==> src/rtl/mseq_pkg.sv <==
package mseq_pkg;

    localparam int BYTE_W = 8;
    localparam int INSN_W = 32;

    // opcode values
    localparam logic [4:0] OP_RFETCH   = 5'd2;
    localparam logic [4:0] OP_RSET     = 5'd3;
    localparam logic [4:0] OP_RASSERT  = 5'd4;
    localparam logic [4:0] OP_DELAY    = 5'd5;
    localparam logic [4:0] OP_SET      = 5'd6;
    localparam logic [4:0] OP_DBRA     = 5'd7;
    localparam logic [4:0] OP_BRSET    = 5'd8;
    localparam logic [4:0] OP_BRCLEAR  = 5'd9;
    localparam logic [4:0] OP_RET      = 5'd10;
    localparam logic [4:0] OP_PTR      = 5'd12;
    localparam logic [4:0] OP_BRSTAT   = 5'd14;
    localparam logic [4:0] OP_SUBRET   = 5'd15;
    localparam logic [4:0] OP_CALL     = 5'd16;
    localparam logic [4:0] OP_RASSERTP = 5'd17;
    localparam logic [4:0] OP_RFETCHP  = 5'd18;
    localparam logic [4:0] OP_TRIG     = 5'd19;

    // register selects
    localparam logic [1:0] RSEL_DATA = 2'd0;
    localparam logic [1:0] RSEL_STAT = 2'd1;
    localparam logic [1:0] RSEL_CTRL = 2'd2;

    typedef struct packed {
        logic [1:0]        rsel;
        logic              spare;
        logic [4:0]        op;
        logic [BYTE_W-1:0] a;
        logic [BYTE_W-1:0] b;
        logic [BYTE_W-1:0] c;
    } insn_t;

    typedef enum logic [2:0] {
        S_IDLE,
        S_EXEC,
        S_WAIT,
        S_BLOCK,
        S_TRIG,
        S_TRIG_WAIT,
        S_DONE,
        S_ERROR
    } state_e;

endpackage

==> src/rtl/mseq_us_timer.sv <==
module mseq_us_timer #(
    parameter int US_DIV = 50,
    parameter int CNT_W  = 16
) (
    input  logic             clk,
    input  logic             rst_n,
    input  logic             load,
    input  logic [CNT_W-1:0] load_us,
    output logic             expired
);
    localparam int PRE_W = (US_DIV > 1) ? $clog2(US_DIV) : 1;
    localparam logic [PRE_W-1:0] PRE_LAST = PRE_W'(US_DIV - 1);

    logic [PRE_W-1:0] pre_q;
    logic [CNT_W-1:0] us_q;

    always_ff @(posedge clk or negedge rst_n) begin
        if (!rst_n) begin
            pre_q <= '0;
            us_q  <= '0;
        end else if (load) begin
            pre_q <= '0;
            us_q  <= load_us;
        end else if (us_q != '0) begin
            if (pre_q == PRE_LAST) begin
                pre_q <= '0;
                us_q  <= us_q - 1'b1;
            end else begin
                pre_q <= pre_q + 1'b1;
            end
        end
    end

    assign expired = (us_q == '0);
endmodule

==> src/rtl/mseq_cond.sv <==
module mseq_cond
    import mseq_pkg::*;
#(
    parameter int PCW = 6
) (
    input  logic [4:0]        op,
    input  logic [BYTE_W-1:0] status,
    input  logic [BYTE_W-1:0] mask_a,
    input  logic [BYTE_W-1:0] mask_b,
    input  logic [BYTE_W-1:0] offset,
    input  logic [BYTE_W-1:0] br_cur,
    input  logic [PCW-1:0]    pc_cur,
    output logic [BYTE_W-1:0] br_dec,
    output logic [PCW-1:0]    pc_seq,
    output logic [PCW-1:0]    pc_tgt,
    output logic              take
);
    logic any_set, any_clear, all_match;

    assign br_dec    = br_cur - 1'b1;
    assign pc_seq    = pc_cur + 1'b1;
    assign pc_tgt    = pc_seq + PCW'($signed(offset));
    assign any_set   = |(status & mask_a);
    assign any_clear = |(~status & mask_a);
    assign all_match = ((status & mask_a) == mask_a) && ((status & mask_b) == '0);

    always_comb begin
        unique case (op)
            OP_DBRA:    take = ($signed(br_dec) > 0);
            OP_BRSET:   take = any_set;
            OP_BRCLEAR: take = any_clear;
            OP_BRSTAT:  take = all_match;
            default:    take = 1'b0;
        endcase
    end
endmodule

==> src/rtl/mseq_portregs.sv <==
module mseq_portregs
    import mseq_pkg::*;
(
    input  logic              clk,
    input  logic              rst_n,
    input  logic              we,
    input  logic [1:0]        sel,
    input  logic [BYTE_W-1:0] wdata,
    input  logic [BYTE_W-1:0] data_lines,
    input  logic [BYTE_W-1:0] status_lines,
    output logic [BYTE_W-1:0] fetch_val,
    output logic [BYTE_W-1:0] latch_val,
    output logic [BYTE_W-1:0] data_q,
    output logic [BYTE_W-1:0] ctrl_q
);
    always_ff @(posedge clk or negedge rst_n) begin
        if (!rst_n) begin
            data_q <= '0;
            ctrl_q <= '0;
        end else if (we) begin
            if (sel == RSEL_DATA) data_q <= wdata;
            if (sel == RSEL_CTRL) ctrl_q <= wdata;
        end
    end

    always_comb begin
        unique case (sel)
            RSEL_DATA: fetch_val = data_lines;
            RSEL_STAT: fetch_val = status_lines;
            RSEL_CTRL: fetch_val = ctrl_q;
            default:   fetch_val = '0;
        endcase
    end

    always_comb begin
        unique case (sel)
            RSEL_DATA: latch_val = data_q;
            RSEL_CTRL: latch_val = ctrl_q;
            default:   latch_val = '0;
        endcase
    end
endmodule

==> src/rtl/mseq_engine.sv <==
module mseq_engine
    import mseq_pkg::*;
#(
    parameter int IMEM_DEPTH = 64,
    parameter int SCR_DEPTH  = 32,
    parameter int US_DIV     = 50,
    parameter int DLY_W      = 16,
    localparam int IAW = $clog2(IMEM_DEPTH),
    localparam int BAW = $clog2(SCR_DEPTH)
) (
    input  logic              clk,
    input  logic              rst_n,
    input  logic              im_we,
    input  logic [IAW-1:0]    im_waddr,
    input  logic [INSN_W-1:0] im_wdata,
    input  logic              scr_we,
    input  logic [BAW-1:0]    scr_waddr,
    input  logic [BYTE_W-1:0] scr_wdata,
    input  logic [BAW-1:0]    scr_raddr,
    output logic [BYTE_W-1:0] scr_rdata,
    input  logic              start,
    input  logic [IAW-1:0]    start_pc,
    input  logic [BYTE_W-1:0] pp_data_i,
    input  logic [BYTE_W-1:0] pp_status_i,
    output logic [BYTE_W-1:0] pp_data_o,
    output logic [BYTE_W-1:0] pp_ctrl_o,
    output logic              busy,
    output logic              done,
    output logic              err,
    output logic [BYTE_W-1:0] ret_code
);
    // storage
    logic [INSN_W-1:0] imem [IMEM_DEPTH];
    logic [BYTE_W-1:0] scr  [SCR_DEPTH];

    // context
    state_e            state_q, state_d;
    logic [IAW-1:0]    pc_q, pc_d, rpc_q, rpc_d;
    logic [BYTE_W-1:0] br_q, br_d, cnt_q, cnt_d, ret_q, ret_d;
    logic [BAW-1:0]    ptr_q, ptr_d;
    logic              sub_q, sub_d;
    logic [1:0]        bsel_q, bsel_d;
    logic              bfetch_q, bfetch_d;
    logic [BYTE_W-1:0] bmask_q, bmask_d;

    // control strobes
    logic              reg_we;
    logic [1:0]        reg_sel;
    logic [BYTE_W-1:0] reg_wdata;
    logic              eng_wr;
    logic [BAW-1:0]    eng_addr;
    logic [BYTE_W-1:0] eng_data;
    logic              tmr_load, tmr_exp;
    logic [DLY_W-1:0]  tmr_val;

    insn_t             ins;
    logic [BYTE_W-1:0] fetch_val, latch_val, br_dec, scr_at_ptr, scr_at_ptr1;
    logic [IAW-1:0]    pc_seq, pc_tgt;
    logic              take;
    logic              unused_bits;

    assign ins         = insn_t'(imem[pc_q]);
    assign scr_at_ptr  = scr[ptr_q];
    assign scr_at_ptr1 = scr[ptr_q + 1'b1];
    assign scr_rdata   = scr[scr_raddr];
    assign reg_sel     = (state_q == S_EXEC) ? ins.rsel : bsel_q;
    assign unused_bits = ins.spare;

    mseq_cond #(.PCW(IAW)) u_cond (
        .op     (ins.op),
        .status (pp_status_i),
        .mask_a (ins.a),
        .mask_b (ins.b),
        .offset (ins.c),
        .br_cur (br_q),
        .pc_cur (pc_q),
        .br_dec (br_dec),
        .pc_seq (pc_seq),
        .pc_tgt (pc_tgt),
        .take   (take)
    );

    mseq_portregs u_regs (
        .clk          (clk),
        .rst_n        (rst_n),
        .we           (reg_we),
        .sel          (reg_sel),
        .wdata        (reg_wdata),
        .data_lines   (pp_data_i),
        .status_lines (pp_status_i),
        .fetch_val    (fetch_val),
        .latch_val    (latch_val),
        .data_q       (pp_data_o),
        .ctrl_q       (pp_ctrl_o)
    );

    mseq_us_timer #(.US_DIV(US_DIV), .CNT_W(DLY_W)) u_timer (
        .clk     (clk),
        .rst_n   (rst_n),
        .load    (tmr_load),
        .load_us (tmr_val),
        .expired (tmr_exp)
    );

    // memory writes
    always_ff @(posedge clk) begin
        if (im_we) imem[im_waddr] <= im_wdata;
    end

    always_ff @(posedge clk) begin
        if (eng_wr)      scr[eng_addr]  <= eng_data;
        else if (scr_we) scr[scr_waddr] <= scr_wdata;
    end

    // next state and datapath control
    always_comb begin
        state_d   = state_q;
        pc_d      = pc_q;
        rpc_d     = rpc_q;
        br_d      = br_q;
        cnt_d     = cnt_q;
        ret_d     = ret_q;
        ptr_d     = ptr_q;
        sub_d     = sub_q;
        bsel_d    = bsel_q;
        bfetch_d  = bfetch_q;
        bmask_d   = bmask_q;
        reg_we    = 1'b0;
        reg_wdata = ins.a;
        eng_wr    = 1'b0;
        eng_addr  = BAW'(ins.c);
        eng_data  = fetch_val & ins.a;
        tmr_load  = 1'b0;
        tmr_val   = DLY_W'({ins.a, ins.b});

        unique case (state_q)
            S_IDLE, S_DONE, S_ERROR: begin
                if (start) begin
                    state_d = S_EXEC;
                    pc_d    = start_pc;
                    br_d    = '0;
                    ptr_d   = '0;
                    sub_d   = 1'b0;
                end
            end

            S_EXEC: begin
                pc_d = pc_seq;
                unique case (ins.op)
                    OP_RFETCH:  eng_wr = 1'b1;
                    OP_RSET: begin
                        reg_we    = 1'b1;
                        reg_wdata = (latch_val | ins.a) & ~ins.b;
                    end
                    OP_RASSERT: reg_we = 1'b1;
                    OP_DELAY: begin
                        tmr_load = 1'b1;
                        state_d  = S_WAIT;
                    end
                    OP_SET:     br_d = ins.a;
                    OP_DBRA: begin
                        br_d = br_dec;
                        if (take) pc_d = pc_tgt;
                    end
                    OP_BRSET, OP_BRCLEAR, OP_BRSTAT: begin
                        if (take) pc_d = pc_tgt;
                    end
                    OP_RET: begin
                        ret_d   = ins.a;
                        state_d = S_DONE;
                    end
                    OP_PTR:     ptr_d = BAW'(ins.a);
                    OP_SUBRET: begin
                        if (sub_q) begin
                            pc_d  = rpc_q;
                            sub_d = 1'b0;
                        end else begin
                            state_d = S_ERROR;
                        end
                    end
                    OP_CALL: begin
                        if (!sub_q) begin
                            rpc_d = pc_seq;
                            pc_d  = IAW'(ins.a);
                            sub_d = 1'b1;
                        end else begin
                            state_d = S_ERROR;
                        end
                    end
                    OP_RASSERTP, OP_RFETCHP: begin
                        bsel_d   = ins.rsel;
                        bfetch_d = (ins.op == OP_RFETCHP);
                        bmask_d  = ins.b;
                        cnt_d    = ins.a;
                        state_d  = S_BLOCK;
                    end
                    OP_TRIG: begin
                        bsel_d  = ins.rsel;
                        cnt_d   = ins.a;
                        state_d = S_TRIG;
                    end
                    default:    state_d = S_ERROR;
                endcase
            end

            S_WAIT: begin
                if (tmr_exp) state_d = S_EXEC;
            end

            S_BLOCK: begin
                if (cnt_q == '0) begin
                    state_d = S_EXEC;
                end else begin
                    cnt_d = cnt_q - 1'b1;
                    ptr_d = ptr_q + 1'b1;
                    if (bfetch_q) begin
                        eng_wr   = 1'b1;
                        eng_addr = ptr_q;
                        eng_data = fetch_val & bmask_q;
                    end else begin
                        reg_we    = 1'b1;
                        reg_wdata = scr_at_ptr;
                    end
                end
            end

            S_TRIG: begin
                if (cnt_q == '0) begin
                    state_d = S_EXEC;
                end else begin
                    reg_we    = 1'b1;
                    reg_wdata = scr_at_ptr;
                    tmr_load  = 1'b1;
                    tmr_val   = DLY_W'(scr_at_ptr1);
                    ptr_d     = ptr_q + BAW'(2);
                    cnt_d     = cnt_q - 1'b1;
                    state_d   = S_TRIG_WAIT;
                end
            end

            S_TRIG_WAIT: begin
                if (tmr_exp) state_d = S_TRIG;
            end

            default: state_d = S_ERROR;
        endcase
    end

    // state register
    always_ff @(posedge clk or negedge rst_n) begin
        if (!rst_n) state_q <= S_IDLE;
        else        state_q <= state_d;
    end

    // execution context
    always_ff @(posedge clk or negedge rst_n) begin
        if (!rst_n) begin
            pc_q     <= '0;
            rpc_q    <= '0;
            br_q     <= '0;
            cnt_q    <= '0;
            ret_q    <= '0;
            ptr_q    <= '0;
            sub_q    <= 1'b0;
            bsel_q   <= '0;
            bfetch_q <= 1'b0;
            bmask_q  <= '0;
        end else begin
            pc_q     <= pc_d;
            rpc_q    <= rpc_d;
            br_q     <= br_d;
            cnt_q    <= cnt_d;
            ret_q    <= ret_d;
            ptr_q    <= ptr_d;
            sub_q    <= sub_d;
            bsel_q   <= bsel_d;
            bfetch_q <= bfetch_d;
            bmask_q  <= bmask_d;
        end
    end

    // outputs
    always_comb begin
        busy     = 1'b0;
        done     = 1'b0;
        err      = 1'b0;
        ret_code = ret_q;
        unique case (state_q)
            S_EXEC, S_WAIT, S_BLOCK, S_TRIG, S_TRIG_WAIT: busy = 1'b1;
            S_DONE:  done = 1'b1;
            S_ERROR: err  = 1'b1;
            default: ;
        endcase
    end
endmodule

==> config.mk <==
export PLATFORM = sky130hd
export DESIGN_NAME = mseq_engine
export DESIGN_NICKNAME = d
export VERILOG_FILES = /design/src/rtl/mseq_pkg.sv /design/src/rtl/mseq_us_timer.sv /design/src/rtl/mseq_cond.sv /design/src/rtl/mseq_portregs.sv /design/src/rtl/mseq_engine.sv
export SDC_FILE = /design/constraint.sdc
export NUM_CORES = 2
export LEC_CHECK = 0
export ABC_AREA = 0
export BUFFER_PORTS_ARGS = -buffer_cell sky130_fd_sc_hd__buf_4
export CORE_ASPECT_RATIO = 0.8
export CORE_MARGIN = 2
export CORE_UTILIZATION = 50
export CTS_CLUSTER_SIZE = 8
export DETAILED_ROUTE_END_ITERATION = 8
export HOLD_SLACK_MARGIN = 0.05
export PLACE_DENSITY = 0.76
export REMOVE_ABC_BUFFERS = 1
export SYNTH_ARGS = -nofsm -noshare
export SYNTH_HDL_FRONTEND = slang
export SYNTH_SLANG_ARGS = --single-unit
==> constraint.sdc <==
create_clock -name clk -period 4.7 [get_ports clk]
set_input_delay 0.47 -clock clk [delete_from_list [all_inputs] [get_ports clk]]
set_output_delay 0.47 -clock clk [all_outputs]
set_load 0.1 [all_outputs]
==> out/results.txt <==
The main flop type after synthesis was edfxtp_1. The run gives 0.435 mV as the maximum vdd ir drop. The type of destination of the critical path was a register. The headroom to the max-slew limit is 15.4%, and the horizontal die dimension is 485 um. At the end of routability-driven placement, the weighted congestion stood at 0.949. The logs give 53800 for the via count of the first global-routing pass and 169000 um for the detailed placement HPWL. The layout cell share with drive strength beyond 1 was 30.5%; the minimum clock period was 4.67 ns. The critical path is of the reg2reg type. The worst setup path is launched from a register. Summing every instance area after synthesis gives 92500 um^2.

Global routing consumed, over all layers together, 29.8% of the routing resources. The post-route clock skew was 0.0767 ns; the clock buffer count from CTS was 326. The accumulated negative setup slack was 0 ns; the count of input and output buffers was 114. For this block, the initial DRC count from the detailed router was 9571. The fraction of registers with async set/reset is 4.26%. The top-level I/O count is 118, and the setup violation total in the final timing report is 0. The first detailed-routing pass ran for 6 iterations. Summed over all cells, the static leakage comes to 0.0365 uW. The initial antenna violation count came out at 20.

Using the TritonRoute via totals, the vias-per-cell ratio works out to 6.89. The count of cells in the finished layout, fillers not included, comes to 7934. The maximum level of the CTS H-tree was 5; the delay contributed by the slowest stage of the critical path was 0.66 ns. Counting flops and latches in the post-synthesis netlist gives 2206. Final clock period utilization by the worst path: 99.3%. The flow ran to the end, and the final reports show no timing, DRC or antenna violations.

Yosys printed 0 warnings. Setup slack closes at 0.0342 ns. In this run the remaining antenna-violating nets after routing total 0.

The synthesized area divided by synthesized cell count is 19.0 um^2. The signal on the critical path passes through buf_12 -> buf_16 -> buf_4 -> buf_12 -> mux4_2 -> mux4_2 -> mux4_2 -> mux2_2 -> mux2i_2 -> nand3_2 -> buf_4 -> nor4_2 -> buf_4. Together, buffers and inverters on the worst path number 6. On the final layout, the worst hold slack is 0.109 ns. The logs give 0 for the remaining routing DRC violations and 0 for the max-cap violation count.

The die is 389 um tall. For this run, the post-layout net count is 5559. Of all nets on the critical path, the largest fanout is 15.

The final route contains 54700 vias. The synthesized netlist contains 78 unique library cells. At the placement stage, the worst setup path has a slack of -0.447 ns. The first global-routing pass estimated 398000 um of wire.

Data arrival time of the worst path: 5.26 ns. In this run the worst hold path is classified as in2reg. At the worst endpoint, the required time is 5.30 ns. The cell count after synthesis was 4876; the number of clock sinks was 2206. The die covers 188000 um^2.

After detailed routing, the average wire length per cell comes to 35.6 um. The most common cell after layout, fill and taps aside is edfxtp_1. The run gives 0 as the number of failing hold endpoints at the final stage. Max-slew violation total from the final report: 0. The measured slew at the worst slew-check pin works out to 1.27 ns.

The number of synthesized flops with an enable pin was 2112; the core outline area was 184000 um^2. The area growth from synthesis to layout is 17.5%. Row generation in the floorplan step produced 141 rows. The worst register-to-register path has a setup slack of 0.03 ns. The number of fill cells in the layout was 12700. The library cells used most frequently in the layout, excluding fill and tap cells, are 2112 x edfxtp_1, 539 x mux4_2, 469 x buf_4. Sequential elements use 71.1% of the synthesized area. The post-placement cell count is 7542. For this block, the routed nets add up to 283000 um of wire. Setup repair after global routing could not meet its margin everywhere. For this design the ratio of total power to cell area is 628 nW/um^2. The later-pin clock latency in the skew report was 0.93 ns; the fmax was 0.214 GHz. The tree is rooted in a clkbuf_16. Slowest cell on the critical path: mux4_2. TritonCTS built the clock tree. The clock passes through at most 4 buffers. Entering global routing, the biggest net connects 102 pins.

The clock-pin slew reported for the worst setup and hold paths after clock tree synthesis was 0.06 ns. For this configuration, the core starts out at a cell density of 50.2%. In this design, the largest share of critical-path delay is due to multiplexers. For this run the aggregate overflow at the end of global routing stands at 0. Cells fill 59.0% of the core in the end.
path summary, 6_finish.rpt:
| check | start | end | cells after the start |
|---|---|---|---|
| setup / recovery | pc_q[0]$_DFFE_PN0P_ | scr[20][6]$_DFFE_PP_ | 13 |
| min in group asynchronous | rst_n | u_timer.us_q[12]$_DFFE_PN0P_ | 2 |
| setup reg to reg | pc_q[0]$_DFFE_PN0P_ | scr[20][6]$_DFFE_PP_ | 13 |
| hold / removal | im_wdata[24] | imem[58][24]$_DFFE_PP_ | 1 |
| hold reg to reg | bmask_q[7]$_DFFE_PN0P_ | bmask_q[7]$_DFFE_PN0P_ | 2 |
| max in group asynchronous | rst_n | pc_q[0]$_DFFE_PN0P_ | 3 |
stage by stage:
step,power [uW],instance area (um^2)
final,68200,109000
after global routing,69900,109000
after CTS,67200,108000
after detailed placement,46700,99500
after global placement,46400,99500
after floorplan,34400,91000
where the power goes:
group	total (uW)	switching (uW)	leakage [uW]	internal, uW
clock network	20300	7880	0.00417	12400
registers	23100	631	0.0202	22500
logic	24800	15000	0.0121	9790
synth_stat cells (19+ instances only):
cell	n	share of area, %
a21oi_1	98	0.53
o22ai_1	38	0.26
mux2_2	73	0.89
buf_2	59	0.32
nor2_1	164	0.67
a221oi_1	21	0.20
nand3_1	85	0.46
o21ai_0	107	0.58
nor4_1	27	0.18
mux2i_1	433	4.7
o221ai_1	19	0.18
nand2_1	164	0.67
a22oi_1	189	1.5
inv_1	35	0.14
clkbuf_1	149	0.60
buf_6	29	0.35
a31oi_1	25	0.17
nor3_1	35	0.19
edfxtp_1	2112	69
buf_4	22	0.18
dfrtp_1	94	2.5
mux4_2	539	13
a211oi_1	20	0.16
buf_1	38	0.15
timing repair:
action,4_1_cts,5_1_grt
hold endpoints to repair,77,0
gates cloned,3,2
pin swaps,1,2
gates resized for setup,25,34
buffers inserted,9,3
hold buffers,6,0
endpoints found under the setup margin,534,348
worst register-to-register path, stage by stage, from the launching register on:
cell and delay (ns):
dfrtp_4 0.46, buf_12 0.17, buf_16 0.19, buf_4 0.19, buf_12 0.18, mux4_2 0.53
mux4_2 0.66, mux4_2 0.59, mux2_2 0.33, mux2i_2 0.25, nand3_2 0.12, buf_4 0.22
nor4_2 0.25, buf_4 0.22
metal layers:
layer  global-route usage (%)  share of wire [%]  vias up
met5                        0              0.020        -
met3                     10.8                 16      718
li1                         -                  -    21400
met4                     12.9                4.5        8
met1                     40.8                 35    27900
met2                     43.0                 44     4638
registers in the layout, summed over array words and instances (netlist names):
signal	flops
imem	1856
br_q	8
sub_q	1
scr	256
rpc_q	6
state_q	3
pc_q	6
bmask_q	8
bfetch_q	1
u_regs.data_q	8
ptr_q	5
bsel_q	2
cnt_q	8
u_timer.pre_q	6
u_regs.ctrl_q	8
ret_code	8
u_timer.us_q	16
layout make-up:
class	instances	area, um^2	share of cell area, %
flip-flops and latches	2206	65800	60.5
multi-input cells	2334	26000	23.9
clock buffers	350	8360	7.70
repair buffers	554	5170	4.76
well taps	2431	3040	2.80
inverters	39	149	0.137
clock inverters	11	143	0.131
diodes	9	22.5	0.0207
cell families (layout without fill, tap and decap cells):
family	Yosys count	after routing	share of synthesized area, %
compound gates	623	623	4.58
xor+xnor	27	27	0.256
fa+ha+maj	15	15	0.211
buf+inv	337	954	1.78
flops	2206	2206	71.1
mux	1047	1048	18.7
other cells	0	9	0
simple gates	621	621	3.34
Power figures use the tool's default switching activity.
